`config.mk`:
```
export PLATFORM = sky130hd
export DESIGN_NAME = pkt_len_gate
export DESIGN_NICKNAME = d
export VERILOG_FILES = /design/src/rtl/plg_pkg.sv /design/src/rtl/plg_tracker.sv /design/src/rtl/plg_buffer.sv /design/src/rtl/pkt_len_gate.sv
export SDC_FILE = /design/constraint.sdc
export NUM_CORES = 1
export LEC_CHECK = 0
export CAP_MARGIN = 30
export CORE_MARGIN = 5
export CORE_UTILIZATION = 40
export DETAILED_ROUTE_END_ITERATION = 12
export GPL_ROUTABILITY_DRIVEN = 0
export PLACE_DENSITY = 0.54
export SYNTH_ARGS = -nofsm -noshare
export SYNTH_HDL_FRONTEND = slang
export SYNTH_SLANG_ARGS = --single-unit
```
`constraint.sdc`:
```
create_clock -name clk -period 4.8 [get_ports clk]
set_input_delay 0.96 -clock clk [delete_from_list [all_inputs] [get_ports clk]]
set_output_delay 0.96 -clock clk [all_outputs]
set_load 0.02 [all_outputs]
```
`src/rtl/plg_pkg.sv`:
```
package plg_pkg;

  // Sideband carried with every stored byte.
  typedef struct packed {
    logic blk_first;
    logic blk_last;
    logic pkt_last;
  } plg_tag_t;

  // Position of the next byte inside its block.
  function automatic int unsigned pos_step(int unsigned pos, logic last, int unsigned blk);
    if (last || pos == blk - 1) return 0;
    return pos + 1;
  endfunction

  // True when the byte at this position ends a block.
  function automatic logic closes_block(int unsigned pos, logic last, int unsigned blk);
    return last || (pos == blk - 1);
  endfunction

  // True when the byte at this position is the one that qualifies the packet.
  function automatic logic reaches_min(int unsigned pos, int unsigned minl);
    return pos == minl - 1;
  endfunction

endpackage

```
`src/rtl/plg_tracker.sv`:
```
module plg_tracker #(
  parameter int MIN_LEN = 32,
  parameter int BLK_LEN = 16384
) (
  input  logic             clk,
  input  logic             rst_n,
  input  logic             take,
  input  logic             last,
  output plg_pkg::plg_tag_t tag,
  output logic             commit,
  output logic             drop
);
  import plg_pkg::*;

  localparam int PW = $clog2(BLK_LEN);

  logic [PW-1:0] pos;
  logic          qual;
  int unsigned   pos_u;

  assign pos_u  = 32'(pos);
  assign commit = qual || reaches_min(pos_u, MIN_LEN);
  assign drop   = !commit && last;

  always_comb begin
    tag.blk_first = (pos == '0);
    tag.blk_last  = closes_block(pos_u, last, BLK_LEN);
    tag.pkt_last  = last;
  end

  always_ff @(posedge clk or negedge rst_n) begin
    if (!rst_n) begin
      pos  <= '0;
      qual <= 1'b0;
    end else if (take) begin
      pos  <= PW'(pos_step(pos_u, last, BLK_LEN));
      qual <= commit && !last;
    end
  end

endmodule

```
`src/rtl/plg_buffer.sv`:
```
module plg_buffer #(
  parameter int DW    = 8,
  parameter int DEPTH = 32,
  localparam int AW   = $clog2(DEPTH),
  localparam int LW   = AW + 1
) (
  input  logic              clk,
  input  logic              rst_n,
  input  logic              push,
  input  logic [DW-1:0]     push_data,
  input  plg_pkg::plg_tag_t push_tag,
  input  logic              keep,
  input  logic              undo,
  input  logic              pop,
  output logic [DW-1:0]     head_data,
  output plg_pkg::plg_tag_t head_tag,
  output logic [LW-1:0]     fill,
  output logic [LW-1:0]     held
);
  import plg_pkg::*;

  logic [DW-1:0] dmem [DEPTH];
  plg_tag_t      tmem [DEPTH];
  logic [AW:0]   wr, rd, ck;

  assign fill      = wr - rd;
  assign held      = ck - rd;
  assign head_data = dmem[rd[AW-1:0]];
  assign head_tag  = tmem[rd[AW-1:0]];

  always_ff @(posedge clk) begin
    if (push && !undo) begin
      dmem[wr[AW-1:0]] <= push_data;
      tmem[wr[AW-1:0]] <= push_tag;
    end
  end

  always_ff @(posedge clk or negedge rst_n) begin
    if (!rst_n) begin
      wr <= '0;
      rd <= '0;
      ck <= '0;
    end else begin
      if (push) begin
        if (keep) begin
          wr <= wr + 1'b1;
          ck <= wr + 1'b1;
        end else if (undo) begin
          wr <= ck;
        end else begin
          wr <= wr + 1'b1;
        end
      end
      if (pop) rd <= rd + 1'b1;
    end
  end

endmodule

```
`src/rtl/pkt_len_gate.sv`:
```
module pkt_len_gate #(
  parameter int DW      = 8,
  parameter int MIN_LEN = 32,
  parameter int BLK_LEN = 16384
) (
  input  logic          clk,
  input  logic          rst_n,
  input  logic          in_valid,
  output logic          in_ready,
  input  logic [DW-1:0] in_data,
  input  logic          in_last,
  output logic          out_valid,
  input  logic          out_ready,
  output logic [DW-1:0] out_data,
  output logic          out_blk_first,
  output logic          out_blk_last,
  output logic          out_pkt_last
);
  import plg_pkg::*;

  localparam int DEPTH = 1 << $clog2(MIN_LEN);
  localparam int AW    = $clog2(DEPTH);
  localparam int LW    = AW + 1;

  // Named internal events, also observed by the checker.
  logic          ev_take, ev_pop, ev_commit, ev_drop;
  logic [LW-1:0] fill_level, held_level;
  logic          buf_full, trk_commit, trk_drop;
  plg_tag_t      trk_tag, head_tag;

  assign buf_full  = (fill_level == LW'(DEPTH));
  assign out_valid = (held_level != '0);
  assign ev_pop    = out_valid && out_ready;
  assign in_ready  = !buf_full || ev_pop;
  assign ev_take   = in_valid && in_ready;
  assign ev_commit = ev_take && trk_commit;
  assign ev_drop   = ev_take && trk_drop;

  plg_tracker #(.MIN_LEN(MIN_LEN), .BLK_LEN(BLK_LEN)) u_tracker (
    .clk    (clk),
    .rst_n  (rst_n),
    .take   (ev_take),
    .last   (in_last),
    .tag    (trk_tag),
    .commit (trk_commit),
    .drop   (trk_drop)
  );

  plg_buffer #(.DW(DW), .DEPTH(DEPTH)) u_buffer (
    .clk       (clk),
    .rst_n     (rst_n),
    .push      (ev_take),
    .push_data (in_data),
    .push_tag  (trk_tag),
    .keep      (trk_commit),
    .undo      (trk_drop),
    .pop       (ev_pop),
    .head_data (out_data),
    .head_tag  (head_tag),
    .fill      (fill_level),
    .held      (held_level)
  );

  assign out_blk_first = head_tag.blk_first;
  assign out_blk_last  = head_tag.blk_last;
  assign out_pkt_last  = head_tag.pkt_last;

endmodule

```
# == Word level (Yosys, flattened, before mapping) ==
# Memory sizes are Yosys's and may differ from the RTL's.
# Index checks and enable logic that the tools add are counted.
# totals
register_bits,33
mem_bits_rw,352
word_cells,37
mem_count,2
# op_classes
n_addsub,5
eq_ne,3
mux,7
reduce_logical,15
# memory_table
name,words,width,rd,rd_clocked_by_memory_dff,wr,line,rtl
u_buffer.dmem,32,8,1,0,1,plg_buffer.sv:22,logic [DW-1:0] dmem [DEPTH];
u_buffer.tmem,32,3,1,0,1,plg_buffer.sv:23,plg_tag_t tmem [DEPTH];
# op_table
cell,count
14-bit by 1-bit adder with 14-bit output (second input constant),1
14-bit equality test (second input constant),1
14-bit by 5-bit equality test with 1-bit output (second input constant),1
14-bit logical NOT,1
14-bit two-way mux,1
6-bit by 1-bit adder with 6-bit output (second input constant),2
6-bit two-way mux,2
6-bit subtractor,2
6-bit equality test (second input constant),1
6-bit nonzero test,1
1-bit logical AND,5
1-bit logical NOT,4
1-bit two-way mux,4
1-bit logical OR,3
2-bit AND reduction,1

# == Logic depth before layout (Yosys ltp) ==
# Gate-level depths: netlist (run 1).
# depth
ltp_word,8
depth_mapped,13
ltp_nobuf,8

# == By module ==
# Synthesis (run 1) repeated with hierarchy kept, for this count alone.
# unflattened
cells_unflattened,825
hier_area_um2,15763.9
# by_module_without_submodules
module,n_inst,cells_per_inst,area_each_um2,seq_area_each_um2
plg_buffer,1,720,14813.0,11020.6
plg_tracker,1,96,887.1,375.4
pkt_len_gate,1,9,63.8,0.0

# == Worst setup path after synthesis (run 1) ==
# Ideal clock, no wire load.
# synth_timing
kind,register to register
start,register u_buffer.rd[1]
end,"memory u_buffer.dmem[31][0], enable pin"
setup_time_ns,0.396
t_arrival_ns,3.641
t_required_ns,4.404
slack_ns,0.763
stages_incl_launch_ff,12
path_buffers,3
synth_period_minus_slack_ns,4.037
cell_sequence,dfrtp_1 -> clkbuf_1 -> clkbuf_1 -> inv_1 -> ha_1 -> and2b_1 -> o211ai_1 -> a21boi_0 -> o311ai_1 -> clkbuf_1 -> nor2_1 -> nor3b_1
# synth_between
elab_chain_cells,8
elab_cells_between_ends,11
# synth_lines
element,line,rtl
start: declaration,plg_buffer.sv:24,"logic [AW:0] wr, rd, ck;"
start signal: assignment,plg_buffer.sv:54,if (pop) rd <= rd + 1'b1;
6-bit subtractor (on tied branches),"plg_buffer.sv:26, plg_buffer.sv:27",
6-bit equality test or 6-bit nonzero test (tied branches),"pkt_len_gate.sv:31, pkt_len_gate.sv:32",
1-bit logical NOT or 1-bit logical AND (tied branches),"pkt_len_gate.sv:34, pkt_len_gate.sv:33",
1-bit logical OR (*),pkt_len_gate.sv:34,assign in_ready = !buf_full || ev_pop;
1-bit logical AND (*),pkt_len_gate.sv:35,assign ev_take = in_valid && in_ready;
1-bit logical AND (*),plg_buffer.sv:32,if (push && !undo) begin
1-bit two-way mux (*),plg_buffer.sv:32,
1-bit two-way mux (not written as such) (*),plg_buffer.sv:33,dmem[wr[AW-1:0]] <= push_data;
end: declaration,plg_buffer.sv:22,
# Mark *: on every way between the ends. The rest lies on a longest branch, timed or not.

# == Worst setup path after layout (run 1) ==
# layout_timing
start,register u_buffer.wr[2]
end,output port in_ready
# layout_between
elab_chain_cells,4
# layout_lines
element,line,rtl
start: declaration,plg_buffer.sv:24,
start signal: assignment,plg_buffer.sv:46,wr <= wr + 1'b1;
start signal: assignment,plg_buffer.sv:49,wr <= ck;
start signal: assignment,plg_buffer.sv:51,wr <= wr + 1'b1;
6-bit subtractor,plg_buffer.sv:26,assign fill = wr - rd;
6-bit equality test,pkt_len_gate.sv:31,assign buf_full = (fill_level == LW'(DEPTH));
1-bit logical NOT,pkt_len_gate.sv:34,
1-bit logical OR,pkt_len_gate.sv:34,
end: declaration,pkt_len_gate.sv:9,"output logic in_ready,"
# Every way passes these cells.

==> metrics.md, run 1 <==
| Metric | Value |
|---|---|
| Antenna fix cells | 0 |
| Crit path DAT | 3.48 ns |
| Setup Skew | 0.0243 ns |
| Synth top cells by count | edfxtp_1, mux4_2, nand2_1, dfrtp_1, clkbuf_1 |
| Clock latency on the worst-skew pair | 0.56 ns |
| Synthesized area per cell | 19.4 um2 |
| Synth area leaders | edfxtp_1, mux4_2, dfrtp_1 |
| CTS buffer count | 42 |
| H-tree Lvls | 2 |
| CP Max Fanout | 14 |
| Die height | 210 um |
| HP Class | reg2reg |
| # Max-Cap Violations | 0 |
| Largest net degree at the start of global routing | 91 |
| Global-route wire length before repair | 54.7 mm |
| Clock Tree Buf Depth | 3 |
| Non-filler instance count after layout | 1443 |
| Core Area | 39600 um2 |
| Leakage | 0.00614 uW |
| Dominant synthesized flop cell | edfxtp_1 |
| Post-DP HPWL | 22.4 mm |
| CTS clk-pin slew, worst paths | 0.06 ns |
| Yosys reg bits | 385 |
| CTS Hold Bufs | 0 |
| Starting Density | 0.404 |
| Post-Syn Nets | 853 |
| Top-count cell post-synth | edfxtp_1 |
| Fin worst setup slack | 0.356 ns |
| Critical Path RT | 3.84 ns |
| Post-CTS Resized | 0 |
| Avg WL per Cell | 24.8 um |
| Fmax | 225 MHz |
| Final Core Density | 0.467 |
| Share of the synthesized area in the top cell type | 0.661 |
| Post-synth cell types | 58 |
| Share of layout cells above drive strength 1 | 0.246 |
| Root Buffer | clkbuf_16 |
| Startpoint types | flop |
| Tmin final | 4.44 ns |
| Layout area overhead | 15.6% |
| Fillers | 3304 |
| Seq/Total Area, Yosys | 0.712 |
| Vias in the first global route | 8455 |
| Post-Syn Area | 16000 um2 |
| Final setup vio count | 0 |
| Remaining DRCs | 0 |
| Setup slack, reg-to-reg | 1.27 ns |
| DRT Pass-1 Iters | 5 |
| Critical path class | reg2out |
| Hold Vio Cnt, Final | 0 |
| Max-slew headroom | 0.370 |
| Endpoint type of the worst setup path | primary output |
| Yosys top cell by area | edfxtp_1 |
| Detailed-route via count | 7981 |
| GRT Util Overall | 0.166 |
| Initial antenna violation count | 1 |
| I/O pins | 26 |
| Peak supply drop | 0.342 mV |
| Placed instance count | 1364 |
| TNS Setup | 0 ns |
| Warnings, synthesis | 0 |
| Number of setup buffers added after CTS | 0 |
| EDFF count, synth | 352 |
| Status | completed |
| Hold Slack | 0.540 ns |
| Iter 0 DRT Violations | 583 |
| Port Buffers | 25 |
| DRT antenna net count | 0 |
| Final Slew Violations | 0 |
| Setup WS pre-CTS | 0.441 ns |
| Final period utilization | 0.926 |
| Slew @ Worst Pin | 0.945 ns |
| PwrDens | 572 nW/um2 |
| Routed WL | 35.8 mm |
| Vias per inst | 5.53 |
| Final net count | 915 |
| Ys async rst share | 0.0857 |
| Syn Inst Count | 823 |
| FP Rows | 73 |
| CTS tree | yes |
| Gr ovfl total | 0 |
| Die span in x | 210 um |
| CTS sink count | 385 |
| DIE AREA | 44100 um2 |
| RSZ-0062 raised after global routing | false |
-- worst paths after layout --
path,start,to,cells past startpoint
hold reg to reg,u_buffer.rd[2],u_buffer.rd[2],1
max in group asynchronous,rst_n,u_tracker.pos[1],2
hold / removal,u_buffer.rd[2],u_buffer.rd[2],1
setup / recovery,u_buffer.wr[2],in_ready,7
setup reg to reg,u_buffer.wr[2],u_buffer.dmem[21][3],7
min in group asynchronous,rst_n,u_buffer.ck[0],2
-- cells by family after synthesis --
group	count (synthesis)	share of synthesized area
XOR/XNOR	14	0.00767
multiplexers	125	0.167
adder cells (fa/ha/maj)	17	0.0133
AO/OA/AOI/OAI	63	0.0332
buffers and inverters	64	0.0166
flip-flops	385	0.712
AND/OR/NAND/NOR	155	0.0502
-- report_power, final --
| group | internal (uW) | total, uW | switching [uW] | leakage, uW |
|---|---|---|---|---|
| Sequential | 3860 | 3990 | 137 | 0.00360 |
| Combinational | 1590 | 3400 | 1810 | 0.00188 |
| Clock | 1890 | 3170 | 1290 | 0.000666 |
-- layer usage --
| metal | GRT usage | routed length, um | up-vias |
|---|---|---|---|
| met4 | 0.0398 | 557 | 0 |
| met1 | 0.240 | 16200 | 4235 |
| met2 | 0.260 | 17000 | 214 |
| met3 | 0.0363 | 2110 | 36 |
| met5 | 0 | 0 | - |
| li1 | - | - | 3496 |
-- registers in the layout, summed over array words and instances, names as in the netlist --
| signal | flops |
|---|---|
| u_buffer.dmem | 256 |
| u_buffer.tmem | 96 |
| u_tracker.pos | 14 |
| u_buffer.ck | 6 |
| u_buffer.rd | 6 |
| u_buffer.wr | 6 |
| u_tracker.qual | 1 |
-- critical path, stage by stage, from the launching register on --
cell and delay, ns:
dfrtp_1 0.65, ha_1 0.39, xnor2_1 0.16, or4b_1 0.48, or3_1 0.40, nor2_1 0.25, inv_1 0.07, clkdlybuf4s50_1 0.54
-- through the flow --
stage | cell area, um2 | total power, uW
floorplan | 16000 | 6310
global placement | 17000 | 7400
detailed placement | 17100 | 7490
CTS | 18500 | 10700
global route | 18500 | 11100
finish | 18500 | 10600
-- cell usage in the layout (no fill, tap or decap), types with 7 or more instances in the layout --
master / n
nor2b_1: 11
clkdlybuf4s50_1: 25
nor3_1: 7
mux4_2: 110
mux2_4: 7
clkinv_1: 12
xnor2_1: 11
clkbuf_1: 8
clkbuf_16: 43
and2_1: 25
mux2i_1: 7
edfxtp_1: 352
nor2_1: 16
inv_1: 18
dfrtp_1: 31
buf_8: 7
nand2_1: 50
buf_4: 26
a32o_1: 7
ha_1: 17
o211ai_1: 10
nand3_1: 16
-- area by class of cell --
cell class	instances	area [um2]	area share
sequential	385	11400	0.616
multi-input combinational	374	4350	0.235
clock buffer	53	1130	0.0613
timing repair buffer	63	657	0.0355
tap	525	657	0.0355
clock inverter	24	224	0.0121
inverter	19	71.3	0.00386
Note: power is estimated with default switching activity, not from simulation.
==> inputs of run 2 (changes only) <==
- CTS_BUF_LIST: not set -> sky130_fd_sc_hd__clkbuf_8 sky130_fd_sc_hd__clkbuf_16
==> run 2 against run 1 <==
  * Sequential share of layout area stayed put
  * Global-route usage unchanged
  * Core utilization is the same
  * Worst hold slack improved by 0.0088 ns
  * Combinational power about the same
  * Clock-buffer cell count shrank 8
  * Wire length grew 0.16%
  * First-iteration DRC count decreased by 3.4%
  * Worst setup slack worse by 0.0067 ns
  * Total power fell by 0.17%
  * Critical path depth unchanged
  * Critical path type unchanged
  * Largest cell class unchanged
  * Largest power group unchanged
==> metrics.md, run 2 (synthesized netlist as in run 1, its figures left out) <==
| Metric | Value |
|---|---|
| Status | completed (unchanged) |
| HP Class | reg2reg (unchanged) |
| Root Buffer | clkbuf_16 (unchanged) |
| Port Buffers | 25 (unchanged) |
| Final net count | 915 (unchanged) |
| Crit. Startpoint | u_buffer.wr[2] (unchanged) |
| FF/Latch Area | 11400 um2 (unchanged) |
| Commonest non-fill, non-tap cells in the layout | edfxtp_1, mux4_2, nand2_1 (unchanged) |
| Layout area overhead | 15.6% (unchanged) |
| Final setup vio count | 0 (unchanged) |
| Final period utilization | 0.927 (was 0.926) |
| Critical path class | reg2out (unchanged) |
| Slew @ Worst Pin | 0.949 ns (was 0.945 ns) |
| Crit path cell chain | ha_1 > xnor2_1 > or4b_1 > or3_1 > nor2_1 > inv_1 > clkdlybuf4s50_1 (unchanged) |
| DRT antenna net count | 0 (unchanged) |
| Post-CTS Resized | 0 (unchanged) |
| Worst path bufs/invs | 2 (unchanged) |
| GRT Util Overall | 0.166 (unchanged) |
| Remaining DRCs | 0 (unchanged) |
| H-tree Lvls | 2 (unchanged) |
| Routed WL | 35.9 mm (was 35.8 mm) |
| Number of setup buffers added after CTS | 0 (unchanged) |
| Worst Hold Depth | 1 (unchanged) |
| Area after DPL | 17100 um2 (unchanged) |
| Vias per inst | 5.51 (was 5.53) |
| TNS Setup | 0 ns (unchanged) |
| Critical Path Slowest Stage Cell | dfrtp_1 (unchanged) |
| CTS Hold Bufs | 0 (unchanged) |
| Hold Vio Cnt, Final | 0 (unchanged) |
| DIE AREA | 44100 um2 (unchanged) |
| Leakage | 0.00617 uW (was 0.00614 uW) |
| Worst Min Path Start | u_buffer.rd[2] (unchanged) |
| Gr ovfl total | 0 (unchanged) |
| Met3 Use GR | 0.0363 (unchanged) |
| Crit path DAT | 3.49 ns (was 3.48 ns) |
| Final Slew Violations | 0 (unchanged) |
| Fillers | 3304 (unchanged) |
| Max reg flops | 256 (unchanged) |
| Core Area | 39600 um2 (unchanged) |
| Startpoint types | flop (unchanged) |
| Peak supply drop | 0.343 mV (was 0.342 mV) |
| Initial antenna violation count | 1 (unchanged) |
| Tmin final | 4.45 ns (was 4.44 ns) |
| CTS tree | yes (unchanged) |
| Avg WL per Cell | 24.9 um (was 24.8 um) |
| Critical path's largest stage delay | 0.65 ns (about the same) |
| Hold Path Sink | u_buffer.rd[2] (unchanged) |
| Area of all placed cells without fillers | 18500 um2 (unchanged) |
| # Max-Cap Violations | 0 (unchanged) |
| Antenna fix cells | 0 (unchanged) |
| Clock latency on the worst-skew pair | 0.56 ns (about the same) |
| Endpoint type of the worst setup path | primary output (unchanged) |
| RSZ-0062 raised after global routing | false (unchanged) |
| Iter 0 DRT Violations | 563 (was 583) |
| Setup Skew | 0.0259 ns (was 0.0243 ns) |
| Post-DP HPWL | 22.4 mm (unchanged) |
| Cells on worst reg2reg path | 7 (unchanged) |
| Most common cell after layout, fill and taps aside | edfxtp_1 (unchanged) |
| Met1 Usage GRT | 0.240 (unchanged) |
| Clock Tree Buf Depth | 3 (unchanged) |
| CP Max Fanout | 14 (unchanged) |
| Worst reg2reg path endpoint | u_buffer.dmem[22][3] (was u_buffer.dmem[21][3]) |
| Global-route wire length before repair | 54.7 mm (unchanged) |
| Hold Slack | 0.548 ns (was 0.540 ns) |
| Starting Density | 0.404 (unchanged) |
| PwrDens | 571 nW/um2 (was 572 nW/um2) |
| CTS buffer count | 42 (unchanged) |
| Gr busiest metal | met2 (unchanged) |
| Share of layout cells above drive strength 1 | 0.246 (unchanged) |
| Grt met2 use | 0.260 (unchanged) |
| DRT Pass-1 Iters | 5 (unchanged) |
| Detailed-route via count | 7953 (was 7981) |
| CTS sink count | 385 (unchanged) |
| Fmax | 225 MHz (about the same) |
| Vias in the first global route | 8455 (unchanged) |
| Crit path max-delay family | simple AND/OR/NAND/NOR gates (unchanged) |
| Critical Path RT | 3.84 ns (about the same) |
| I/O pins | 26 (unchanged) |
| Placed instance count | 1364 (unchanged) |
| Setup slack, reg-to-reg | 1.27 ns (about the same) |
| Largest net degree at the start of global routing | 91 (unchanged) |
| Multi-input gate area | 4350 um2 (unchanged) |
| FP Rows | 73 (unchanged) |
| Die height | 210 um (unchanged) |
| Non-filler instance count after layout | 1443 (unchanged) |
| Die span in x | 210 um (unchanged) |
| R2r startpoint | u_buffer.wr[2] (unchanged) |
| CTS clk-pin slew, worst paths | 0.06 ns (about the same) |
| Max-slew headroom | 0.367 (was 0.370) |
run 2: worst reg2reg max path: cells and delay by family (launching register included):
kind | cells | cell delay, ns
AND/OR/NAND/NOR | 3 | 1.33
flip-flops | 1 | 0.65
AO/OA/AOI/OAI | 1 | 0.41
adder cells (fa/ha/maj) | 1 | 0.39
buffers and inverters | 1 | 0.24
XOR/XNOR | 1 | 0.16
run 2: metal layers:
| metal | up-vias | wire (um) |
|---|---|---|
| met4 | 0 | 583 |
| met2 | 214 | 17100 |
| li1 | 3495 | - |
| met5 | - | 0 |
| met3 | 38 | 2080 |
| met1 | 4206 | 16100 |
run 2: area by class of cell:
| cell class | instances | share of cell area |
|---|---|---|
| Sequential cell | 385 | 0.616 |
| Multi-Input combinational cell | 374 | 0.235 |
| Timing Repair Buffer | 63 | 0.0355 |
| Clock buffer | 45 | 0.0597 |
| Inverter | 19 | 0.00386 |
| Tap cell | 525 | 0.0355 |
| Clock inverter | 32 | 0.0137 |
run 2: power by group:
group          leakage [uW]  total [uW]  switching, uW  internal [uW]
sequential          0.00360        3990            137           3860
clock              0.000699        3150           1280           1870
combinational       0.00188        3410           1810           1590
run 2: worst max path at each step:
stage                                 endpoint  slack (ns)  depth (start not counted)
final                                 in_ready        0.35                          7
after floorplan           u_buffer.dmem[31][0]        0.76                         11
after global placement                in_ready        0.44                          8
after CTS                          out_data[1]        0.28                          6
after global routing                  in_ready        0.12                          8
after detailed placement              in_ready        0.44                          8
run 2: per-stage QoR:
stage                     setup WS [ns]  utilization  power (uW)
final                             0.349        0.467       10600
after CTS                         0.284        0.466       10700
after global routing              0.120        0.467       11100
after detailed placement          0.441        0.432        7490
after global placement            0.438        0.428        7400
after floorplan                   0.763            -        6310
==> inputs of run 3 (changes only) <==
- CELL_PAD_IN_SITES_DETAIL_PLACEMENT: not set -> 1
- CELL_PAD_IN_SITES_GLOBAL_PLACEMENT: not set -> 1
- PLACE_DENSITY: 0.54 -> not set
- PLACE_DENSITY_LB_ADDON: not set -> 0.1
==> run 3 against run 2 <==
  * Via count grew 2.2%
  * Flip-flop and latch count unchanged
  * Core utilization up 0.22 points
==> metrics.md, run 3 (synthesized netlist as in run 1, its figures left out) <==
| Metric | Value |
|---|---|
| CP Max Fanout | 13 (was 14) |
| Peak supply drop | 0.355 mV (was 0.343 mV) |
| Critical Path Slowest Stage Cell | clkdlybuf4s50_1 (was dfrtp_1) |
| TNS Setup | 0 ns (unchanged) |
| GRT Util Overall | 0.173 (was 0.166) |
| CTS Hold Bufs | 0 (unchanged) |
| Number of setup buffers added after CTS | 0 (unchanged) |
| Startpoint types | flop (unchanged) |
| Layout area overhead | 16.2% (was 15.6%) |
| Critical path class | reg2out (unchanged) |
| Critical path's largest stage delay | 0.54 ns (was 0.65 ns) |
| Final net count | 918 (was 915) |
| DRT antenna net count | 0 (unchanged) |
| Max-slew headroom | 0.346 (was 0.367) |
| DIE AREA | 44100 um2 (unchanged) |
| Worst Hold Depth | 1 (unchanged) |
| Die span in x | 210 um (unchanged) |
| Remaining DRCs | 0 (unchanged) |
| Post-DP HPWL | 24.6 mm (was 22.4 mm) |
| Critical Path RT | 3.84 ns (about the same) |
| Worst path bufs/invs | 3 (was 2) |
| Die height | 210 um (unchanged) |
| CTS buffer count | 42 (unchanged) |
| Crit path cell chain | inv_1 > ha_1 > o21ai_1 > or4b_1 > or3_1 > nor2_1 > inv_1 > clkdlybuf4s50_1 (was ha_1 > xnor2_1 > or4b_1 > or3_1 > nor2_1 > inv_1 > clkdlybuf4s50_1) |
| H-tree Lvls | 2 (unchanged) |
| Crit path max-delay family | simple AND/OR/NAND/NOR gates (unchanged) |
| Initial antenna violation count | 1 (unchanged) |
| Share of layout cells above drive strength 1 | 0.253 (was 0.246) |
| Hold Slack | 0.548 ns (about the same) |
| Global-route wire length before repair | 57.1 mm (was 54.7 mm) |
| Antenna fix cells | 0 (unchanged) |
| Final period utilization | 0.941 (was 0.927) |
| Avg WL per Cell | 26.1 um (was 24.9 um) |
| CTS clk-pin slew, worst paths | 0.06 ns (about the same) |
| Starting Density | 0.404 (unchanged) |
| Final setup vio count | 0 (unchanged) |
| Root Buffer | clkbuf_16 (unchanged) |
| Leakage | 0.00621 uW (was 0.00617 uW) |
| Tmin final | 4.52 ns (was 4.45 ns) |
| Endpoint type of the worst setup path | primary output (unchanged) |
| RSZ-0062 raised after global routing | false (unchanged) |
| Cells on worst reg2reg path | 8 (was 7) |
| Hold Vio Cnt, Final | 0 (unchanged) |
| Most common cell after layout, fill and taps aside | edfxtp_1 (unchanged) |
| Iter 0 DRT Violations | 618 (was 563) |
| Total Power | 10800 uW (was 10600 uW) |
| # Max-Cap Violations | 0 (unchanged) |
| Detailed-route via count | 8131 (was 7953) |
| Status | completed (unchanged) |
| Setup Skew | 0.0148 ns (was 0.0259 ns) |
| HP Class | reg2reg (unchanged) |
| Vias in the first global route | 8723 (was 8455) |
| Post-CTS Resized | 0 (unchanged) |
| PwrDens | 582 nW/um2 (was 571 nW/um2) |
| DRT Pass-1 Iters | 5 (unchanged) |
| CTS tree | yes (unchanged) |
| Largest net degree at the start of global routing | 91 (unchanged) |
| Crit path DAT | 3.56 ns (was 3.49 ns) |
| Port Buffers | 25 (unchanged) |
| Slew @ Worst Pin | 0.982 ns (was 0.949 ns) |
| Clock Tree Buf Depth | 3 (unchanged) |
| Vias per inst | 5.63 (was 5.51) |
| CTS sink count | 385 (unchanged) |
| Crit path depth | 8 (was 7) |
| Fmax | 221 MHz (was 225 MHz) |
| I/O pins | 26 (unchanged) |
| Max reg flops | 256 (unchanged) |
| Commonest non-fill, non-tap cells in the layout | edfxtp_1, mux4_2, nand2_1 (unchanged) |
| Clock latency on the worst-skew pair | 0.55 ns (was 0.56 ns) |
| Final Slew Violations | 0 (unchanged) |
| Gr ovfl total | 0 (unchanged) |
| Most frequent CP cell | inv_1 |
| FP Rows | 73 (unchanged) |
| Core Area | 39600 um2 (unchanged) |
| Routed WL | 37.8 mm (was 35.9 mm) |
[run 3: cell count changes in the layout (fill, tap and decap cells not counted), moves of 2 or more]
cell | before | now
clkinv_1 | 12 | 8
clkinvlp_4 | 0 | 3
buf_12 | 2 | 4
buf_4 | 26 | 28
buf_6 | 1 | 3
buf_8 | 7 | 5
bufinv_16 | 4 | 6
clkbuf_16 | 43 | 45
clkbuf_8 | 2 | 0
clkinv_2 | 5 | 7
[run 3: final cells by class]
type / count / area (um2)
Timing Repair Buffer: 66 / 677
Sequential cell: 385 / 11400
Fill cell: 3708 / 21100
Clock inverter: 31 / 299
Multi-Input combinational cell: 374 / 4350
Tap cell: 525 / 657
Inverter: 19 / 71.3
Clock buffer: 45 / 1130
[run 3: worst paths after layout]
path / start / endpoint / slack (ns)
min: u_buffer.rd[2] / u_buffer.rd[2] / 0.55
max: u_buffer.rd[4] / in_ready / 0.28
min in group asynchronous: rst_n / u_buffer.rd[0] / 0.83
max in group asynchronous: rst_n / u_buffer.rd[1] / 3.60
min reg2reg: u_buffer.rd[2] / u_buffer.rd[2] / 0.55
max reg2reg: u_buffer.rd[0] / u_buffer.dmem[2][0] / 1.05
[run 3: stage by stage]
step / instances / setup slack (ns) / util / instance area [um2]
finish: 1445 / 0.281 / 0.469 / 18600
global placement: 1355 / 0.478 / 0.429 / 17000
CTS: 1444 / 0.205 / 0.468 / 18600
detailed placement: 1368 / 0.457 / 0.433 / 17100
global route: 1445 / 0.0528 / 0.469 / 18600
floorplan: 823 / 0.763 / - / 16000
[run 3: metal layers]
metal	share of wire	global-route usage	up-vias
li1	-	-	3498
met1	0.46	0.255	4410
met2	0.47	0.269	173
met3	0.045	0.0272	50
met4	0.023	0.0536	0
met5	0	0	-
[run 3: report_power, final]
| part | internal [uW] | total (uW) | switching, uW | leakage, uW |
|---|---|---|---|---|
| Clock | 2010 | 3300 | 1290 | 0.000720 |
| Combinational | 1610 | 3520 | 1900 | 0.00189 |
| Sequential | 3860 | 4000 | 146 | 0.00360 |
